--- src/rtl/rowfill_loader.sv ---
module rowfill_loader #(
  parameter int STATE_W    = 16,
  parameter int NEXT_W     = 16,
  parameter int HOT_STATES = 256,
  parameter int COPIES     = 24
) (
  input  logic                  clk,
  input  logic                  rst_n,
  input  logic                  cmd_valid,
  output logic                  cmd_ready,
  input  logic                  cmd_end,
  input  logic [STATE_W-1:0]    cmd_state,
  input  logic [7:0]            cmd_first,
  input  logic [7:0]            cmd_last,
  input  logic [NEXT_W-1:0]     cmd_next,
  output logic [COPIES-1:0]     hot_we,
  output logic [$clog2(HOT_STATES)+7:0] hot_addr,
  output logic [NEXT_W-1:0]     hot_data,
  output logic                  cold_valid,
  input  logic                  cold_ready,
  output logic [STATE_W+7:0]    cold_addr,
  output logic [NEXT_W-1:0]     cold_data,
  output logic                  done,
  output logic                  err
);
  localparam int HOT_W = $clog2(HOT_STATES);

  logic               busy_q, cold_q, done_q, err_q;
  logic [STATE_W-1:0] state_q;
  logic [7:0]         sym_q, last_q;
  logic [NEXT_W-1:0]  next_q;

  wire accept  = cmd_valid && cmd_ready;
  wire is_hot  = cmd_state < STATE_W'(HOT_STATES);
  wire step    = busy_q && (!cold_q || cold_ready);
  wire at_last = sym_q == last_q;

  assign cmd_ready  = !busy_q;
  assign done       = done_q;
  assign err        = err_q;
  assign hot_addr   = {state_q[HOT_W-1:0], sym_q};
  assign hot_data   = next_q;
  assign cold_valid = busy_q && cold_q;
  assign cold_addr  = {state_q, sym_q};
  assign cold_data  = next_q;

  for (genvar i = 0; i < COPIES; i++) begin : g_copy
    assign hot_we[i] = busy_q && !cold_q;
  end

  always_ff @(posedge clk) begin
    if (!rst_n) begin
      busy_q  <= 1'b0;
      cold_q  <= 1'b0;
      done_q  <= 1'b0;
      err_q   <= 1'b0;
      state_q <= '0;
      sym_q   <= '0;
      last_q  <= '0;
      next_q  <= '0;
    end else begin
      done_q <= accept && cmd_end;
      err_q  <= accept && !cmd_end && (cmd_last < cmd_first);
      if (accept && !cmd_end && !(cmd_last < cmd_first)) begin
        busy_q  <= 1'b1;
        cold_q  <= !is_hot;
        state_q <= cmd_state;
        sym_q   <= cmd_first;
        last_q  <= cmd_last;
        next_q  <= cmd_next;
      end else if (step) begin
        if (at_last) busy_q <= 1'b0;
        else         sym_q  <= sym_q + 8'd1;
      end
    end
  end

  p_all_copies_r3: assert property (@(posedge clk) disable iff (!rst_n)
    (|hot_we) |-> ((&hot_we) && !cold_valid));

  p_cold_hold_r4: assert property (@(posedge clk) disable iff (!rst_n)
    (cold_valid && !cold_ready) |=> (cold_valid && $stable(cold_addr) && $stable(cold_data)));

  p_no_write_on_err_r5: assert property (@(posedge clk) disable iff (!rst_n)
    err |-> (!(|hot_we) && !cold_valid && !done));

  p_hot_ascend_r2: assert property (@(posedge clk) disable iff (!rst_n)
    ((|hot_we) && !at_last) |=> ((|hot_we) && hot_addr[7:0] == $past(hot_addr[7:0]) + 8'd1));

  p_busy_blocks_r7: assert property (@(posedge clk) disable iff (!rst_n)
    ((|hot_we) || cold_valid) |-> !cmd_ready);

  p_done_idle_r8: assert property (@(posedge clk) disable iff (!rst_n)
    done |-> (!(|hot_we) && !cold_valid && !err));
endmodule

--- config.mk ---
export PLATFORM = sky130hd
export DESIGN_NAME = rowfill_loader
export DESIGN_NICKNAME = d
export VERILOG_FILES = /design/src/rtl/rowfill_loader.sv
export SDC_FILE = /design/constraint.sdc
export NUM_CORES = 1
export LEC_CHECK = 0
export CAP_MARGIN = 25
export CORE_MARGIN = 3
export CORE_UTILIZATION = 36
export CTS_BUF_LIST = sky130_fd_sc_hd__clkbuf_16
export DETAILED_ROUTE_END_ITERATION = 6
export PLACE_DENSITY_LB_ADDON = 0.08
export RECOVER_POWER = 100
export SLEW_MARGIN = 20
export SYNTH_ARGS = -nofsm -noshare
export SYNTH_HDL_FRONTEND = slang
export SYNTH_SLANG_ARGS = --single-unit
--- constraint.sdc ---
create_clock -name clk -period 1.5 [get_ports clk]
set_input_delay 0.225 -clock clk [delete_from_list [all_inputs] [get_ports clk]]
set_output_delay 0.225 -clock clk [all_outputs]
set_load 0.03 [all_outputs]
==> run metrics, run 1 <==
outcome finished with violations; violated checks negative setup slack; Synth area leader dfxtp_1; crit-path max FO 6; 1st-iter DRT viols 90; Final period util 1.10; RSZ-0062 raised after global routing true; YS warnings 0; Post-Syn Nets 422; met3 usage in global routing 0.0399; Final HPWL DP 6320 um; vias after detailed routing 3091; P_leak 2.34 nW; max_cap viols 0; Die ar. 0.00924 mm^2; Congestion Overflow GR 0; Data arrival, critical path 1.87 ns; routability cong. 0.794; final setup vio count 50; clk_skew 0.00528 ns; vias in the first global route 2998; Worst Max-Slew Pin Slew 0.374 ns; GR peak layer met2; Max-slew headroom 0.752; Worst R2R Start sym_q[2]; Min-Delay Path Class in2reg; Worst setup SP type primary input; Die Ht 96.1 um; initial antenna violation count 0; clk_lat worst skew 0.29 ns; CTS tree done; sequential share of the synthesized area 0.356; PortBufs 152; Post-synth top cells 55 x buf_4, 52 x dfxtp_1, 47 x nand3_1; # diodes 0; drt pass-1 iters 4; M2 GR Usage 0.347; DRC 0; Post-Route WL 9820 um; met1 GRT Util 0.255; PD cells 794 mW/mm^2; Main synth FF type dfxtp_1; global-route wire length before repair 14600 um; max-slew violation count 0; PnR worst setup slack -0.145 ns; Num CTS Buffers 5; synthesized area 0.00292 mm^2; synthesized instance count 361; largest net degree at the start of global routing 26; Avg Inst Size Synth 8.10 um^2; Hold Startpoint cmd_last[7]; number of flops mapped to enable cells by yosys 0; initial core utilization 0.375; Total GRT Usage 0.200; Die X 96.1 um; top cell type's share of synthesized area 0.356; IO Pins 153; Worst Path Class, Setup in2reg; Area contributors post-synth dfxtp_1 36%, buf_4 14%, nand3_1 8.0%; Hold Path Cell Cnt 3; pre-CTS setup slack -0.838 ns; async set-reset flop share out of synthesis 0; drt wl/cell 16.0 um; Peak VDD IR 496 uV; CTS Buffer Depth 2; most frequent cell after synthesis buf_4; post-route ant nets 0; number of synthesized register bits 52; drt via density 5.03; CTS clk-pin slew, worst paths 0.07 ns; path depth of the worst reg2reg path 6; R2R setup slack -0.07 ns; CTS root buf clkbuf_16; Post-CTS Hold Fix Bufs 0; Endpoint, Worst Hold last_q[7]; clock sinks 52; CP Capture Type flip-flop; CTS H-tree lvls 2; CP required 1.72 ns; share of layout cells above drive strength 1 0.491; fmax 608 MHz; minimum clock period 1.65 ns; fin area 0.00541 mm^2; R2R Path End sym_q[7]; row cnt 32; area grow syn2layout 85.1%; Distinct cells, synth 37; Final Net Count 573; dpl cell area 0.00447 mm^2; Core Footprint 0.00781 mm^2; Final Hold Fails 0
==> stage by stage <==
| step | TNS [ns] | total power [mW] | hold WS [ns] | utilization | instances |
|---|---|---|---|---|---|
| after floorplan | -2.92 | 2.25 | 0.302 | - | 361 |
| after global placement | -36.30 | 2.72 | 0.458 | 0.572 | 576 |
| after detailed placement | -38.89 | 2.73 | 0.460 | 0.572 | 576 |
| after CTS | -1.39 | 4.22 | 0.197 | 0.662 | 612 |
| after global routing | -5.26 | 4.48 | 0.179 | 0.693 | 615 |
| final | -2.69 | 4.30 | 0.172 | 0.693 | 615 |
==> cell type report <==
cell class                 count  area [um^2]
fill                         633         2390
timing repair buffer         224         2160
multi-input combinational    217         1870
sequential                    52         1060
tap                          102          128
clock buffer                   5          125
inverter                      12         52.6
clock inverter                 3         18.8
==> worst max path at each step <==
stage,slack (ns),start,cells past startpoint,endpoint
after floorplan,-0.08,cmd_last[1],7,cold_data[4]
after global placement,-0.75,cmd_first[1],8,state_q[1]
after detailed placement,-0.84,cmd_first[1],8,state_q[8]
after CTS,-0.1,cmd_first[1],10,sym_q[7]
after global routing,-0.22,cmd_first[1],10,sym_q[7]
final,-0.15,cmd_last[2],10,last_q[5]
==> placed cells by master (no fill, tap or decap), types with 6 or more instances in the layout <==
cell | netlist | layout
o21ai_2 | 0 | 35
nand2_1 | 8 | 7
dfxtp_1 | 52 | 40
o21ai_0 | 42 | 7
dlygate4sd2_1 | 0 | 71
a21oi_2 | 8 | 24
nor2_1 | 7 | 6
a21oi_1 | 41 | 23
buf_6 | 4 | 27
buf_8 | 1 | 7
clkdlybuf4s50_1 | 0 | 36
buf_4 | 55 | 61
nand3_2 | 0 | 19
buf_12 | 0 | 7
nand3_1 | 47 | 26
dfxtp_2 | 0 | 9
o21ai_1 | 7 | 6
ha_4 | 0 | 7
==> kinds of logic (layout without fill, tap and decap cells) <==
logic type,count (synthesis),after routing,share of synthesized area
mux,1,1,0.00342
flops,52,52,0.356
compound gates,117,117,0.228
fa+ha+maj,8,8,0.0342
simple gates,81,81,0.143
xor+xnor,10,10,0.0300
buf+inv,92,244,0.205
==> sequential cells by signal, indices dropped and copies added, names as in the netlist <==
name       flops
cold_data     16
state_q       16
busy_q         1
sym_q          8
err            1
done           1
cold_q         1
last_q         8
==> per-layer routing <==
| metal | vias to the layer above | part of all wire |
|---|---|---|
| met3 | 14 | 0.051 |
| met5 | - | 0 |
| met4 | 0 | 0.017 |
| met2 | 94 | 0.52 |
| li1 | 1515 | - |
| met1 | 1468 | 0.42 |
==> what timing repair did <==
action,4_1_cts,5_1_grt
setup endpoints to repair,124,77
gates cloned,8,0
resized for setup,265,76
pin swaps,47,34
buffers inserted,20,7
==> critical path, stage by stage <==
cell,delay [ns]
buf_2,0.13
ha_4,0.17
a2111o_1,0.45
a21oi_4,0.24
buf_6,0.14
buf_6,0.10
buf_6,0.11
buf_4,0.12
o21ai_2,0.05
a21oi_1,0.13
==> where the power goes <==
group	switching (mW)	internal, mW
Combinational	0.874	0.789
Clock	0.519	0.616
Sequential	0.0568	1.44
Total	1.45	2.85
(Power assumes the default switching activity.)
==> run 2: changes to the inputs <==
--- a/config.mk
+++ b/config.mk
@@ -6,12 +6,14 @@
 export NUM_CORES = 1
 export LEC_CHECK = 0
 export CAP_MARGIN = 25
+export CORE_ASPECT_RATIO = 1.5
 export CORE_MARGIN = 3
-export CORE_UTILIZATION = 36
+export CORE_UTILIZATION = 43
 export CTS_BUF_LIST = sky130_fd_sc_hd__clkbuf_16
 export DETAILED_ROUTE_END_ITERATION = 6
 export PLACE_DENSITY_LB_ADDON = 0.08
 export RECOVER_POWER = 100
+export REMOVE_ABC_BUFFERS = 1
 export SLEW_MARGIN = 20
 export SYNTH_ARGS = -nofsm -noshare
 export SYNTH_HDL_FRONTEND = slang
==> constraint.sdc (replaced) <==
create_clock -name clk -period 1.9 [get_ports clk]
set_input_delay 0.285 -clock clk [delete_from_list [all_inputs] [get_ports clk]]
set_output_delay 0.285 -clock clk [all_outputs]
set_load 0.03 [all_outputs]
==> run metrics, run 2 (synthesis gave the netlist of run 1 again) <==
CP required 2.12 ns (was 1.72 ns); path depth of the worst reg2reg path 5 (was 6); DRC 0 (unchanged); Core Footprint 0.00653 mm^2 (was 0.00781 mm^2); Final period util 0.950; Max-slew headroom 0.652 (was 0.752); 1st-iter DRT viols 100 (was 90); Hold Path Cell Cnt 3 (unchanged); share of layout cells above drive strength 1 0.191 (was 0.491); Die Ht 107 um (was 96.1 um); drt via density 5.26 (was 5.03); critical path cell sequence dlygate4sd2_1 > ha_1 > a2111o_1 > a21oi_4 > buf_6 > buf_12 > buf_16 > o21ai_0 > a21oi_1 (was buf_2 > ha_4 > a2111o_1 > a21oi_4 > buf_6 > buf_6 > buf_6 > buf_4 > o21ai_2 > a21oi_1); clk_skew 0.00542 ns (was 0.00528 ns); drt wl/cell 15.5 um (was 16.0 um); post-route ant nets 0 (unchanged); Worst Hold Slack 0.319 ns (was 0.172 ns); metal3 WL 535 um (was 505 um); fin area 0.00437 mm^2 (was 0.00541 mm^2); vias after detailed routing 2845 (was 3091); largest net degree at the start of global routing 39 (was 26); Routed met2 length 4460 um (was 5060 um); R2R Path End sym_q[7] (unchanged); final setup vio count 0 (was 50); Inst Count DP 532 (was 576); Die ar. 0.00785 mm^2 (was 0.00924 mm^2); Endpoint, Worst Hold last_q[3] (was last_q[7]); Min-Delay Path Class in2reg (unchanged); Final Net Count 528 (was 573); clk_lat worst skew 0.28 ns (was 0.29 ns); Top Metal Used met4 (unchanged); Worst Max-Slew Pin Slew 0.516 ns (was 0.374 ns); CTS Buffer Depth 2 (unchanged); Total GRT Usage 0.211 (was 0.200); wl on met1 3300 um (was 4090 um); # diodes 0 (unchanged); most common cell after layout, fill and taps aside dlygate4sd3_1 (was dlygate4sd2_1); IO Pins 153 (unchanged); PD cells 667 mW/mm^2 (was 794 mW/mm^2); fmax 554 MHz; P_leak 1.91 nW (was 2.34 nW); Data arrival, critical path 2.03 ns (was 1.87 ns); Num CTS Buffers 5 (unchanged); initial antenna violation count 0 (unchanged); Congestion Overflow GR 0 (unchanged); CTS root buf clkbuf_16 (unchanged); max_cap viols 0 (unchanged); Buf+Inv Stages, Crit Path 4 (was 5); max-slew violation count 0 (unchanged); PortBufs 152 (unchanged); highest-delay cell along the critical path a2111o_1 (unchanged); CTS H-tree lvls 2 (unchanged); outcome complete, no violations (was finished with violations); area grow syn2layout 49.6% (was 85.1%); CP top delay family compound AO/OA/AOI/OAI gates (unchanged); clock sinks 52 (unchanged); Die X 73.3 um (was 96.1 um); Worst R2R Start sym_q[3] (was sym_q[2]); dpl cell area 0.00416 mm^2 (was 0.00447 mm^2); crit-path max FO 8 (was 6); row cnt 36 (was 32); commonest cells after routing, fill and taps aside 74 x dlygate4sd3_1, 52 x dfxtp_1, 47 x nand3_1, 39 x clkdlybuf4s50_1, 37 x a21oi_1 (was 71 x dlygate4sd2_1, 61 x buf_4, 40 x dfxtp_1, 36 x clkdlybuf4s50_1, 35 x o21ai_2); CTS clk-pin slew, worst paths 0.06 ns (was 0.07 ns); global-route wire length before repair 13200 um (was 14600 um); CTS tree done (unchanged); R2R setup slack 0.20 ns (was -0.07 ns); Pwr Total 2.92 mW (was 4.30 mW); Final HPWL DP 5800 um (was 6320 um); Final Hold Fails 0 (unchanged); Hold Startpoint cmd_last[3] (was cmd_last[7]); final std cells w/o fill 541 (was 615); initial core utilization 0.448 (was 0.375); Post-Route WL 8370 um (was 9820 um); setup TNS 0 ns (was -2.69 ns); Slowest Stage Delay on Critical Path 0.47 ns (was 0.45 ns); Peak VDD IR 414 uV (was 496 uV); vias in the first global route 2760 (was 2998); CP Capture Type flip-flop (unchanged); Worst Path Class, Setup in2reg (unchanged); routability cong. 0.843 (was 0.794); Worst setup SP type primary input (unchanged); drt pass-1 iters 5 (was 4); minimum clock period 1.81 ns
run 2: cell type report:
cell class | count | area (um^2)
Tap cell | 76 | 95.1
Sequential cell | 52 | 1040
Timing Repair Buffer | 179 | 1690
Clock buffer | 5 | 125
Fill cell | 589 | 2160
Inverter | 12 | 45.0
Multi-Input combinational cell | 217 | 1380
run 2: metrics by stage:
stage	utilization	setup WS, ns
floorplan	-	-7.69
global placement	0.637	-0.435
detailed placement	0.637	-0.483
CTS	0.684	0.00657
global route	0.670	-0.0184
finish	0.670	0.0942
run 2: routing by layer:
metal,vias up,global-route usage
li1,1414,-
met1,1315,0.249
met2,112,0.376
met3,4,0.0460
met4,0,0.0583
met5,-,0
run 2: where the power goes:
group / internal, mW / switching [mW] / leakage [nW]
clock: 0.466 / 0.362 / 0.0616
sequential: 1.14 / 0.0374 / 0.422
combinational: 0.389 / 0.527 / 1.43
total: 1.99 / 0.927 / 1.91
run 2: what timing repair did:
item / in CTS / in global routing
cloned: 2 / 0
pin swaps: 7 / 6
setup endpoints to repair: 51 / 45
hold buffers: 0 / 0
setup buffers: 4 / 0
resized for setup: 41 / 7
run 2: how the worst max path moves through the flow:
stage	from	endpoint	depth (start not counted)
after global routing	sym_q[3]	sym_q[7]	5
final	cmd_last[1]	last_q[1]	9
after detailed placement	cmd_first[6]	sym_q[5]	10
after global placement	cmd_first[7]	sym_q[4]	10
after CTS	cmd_last[2]	state_q[10]	8
after floorplan	busy_q	hot_we[0]	2
run 2: worst min-delay path, stage by stage:
cell	delay, ns
dlymetal6s2s_1	0.14
nand3_1	0.07
a21oi_1	0.05
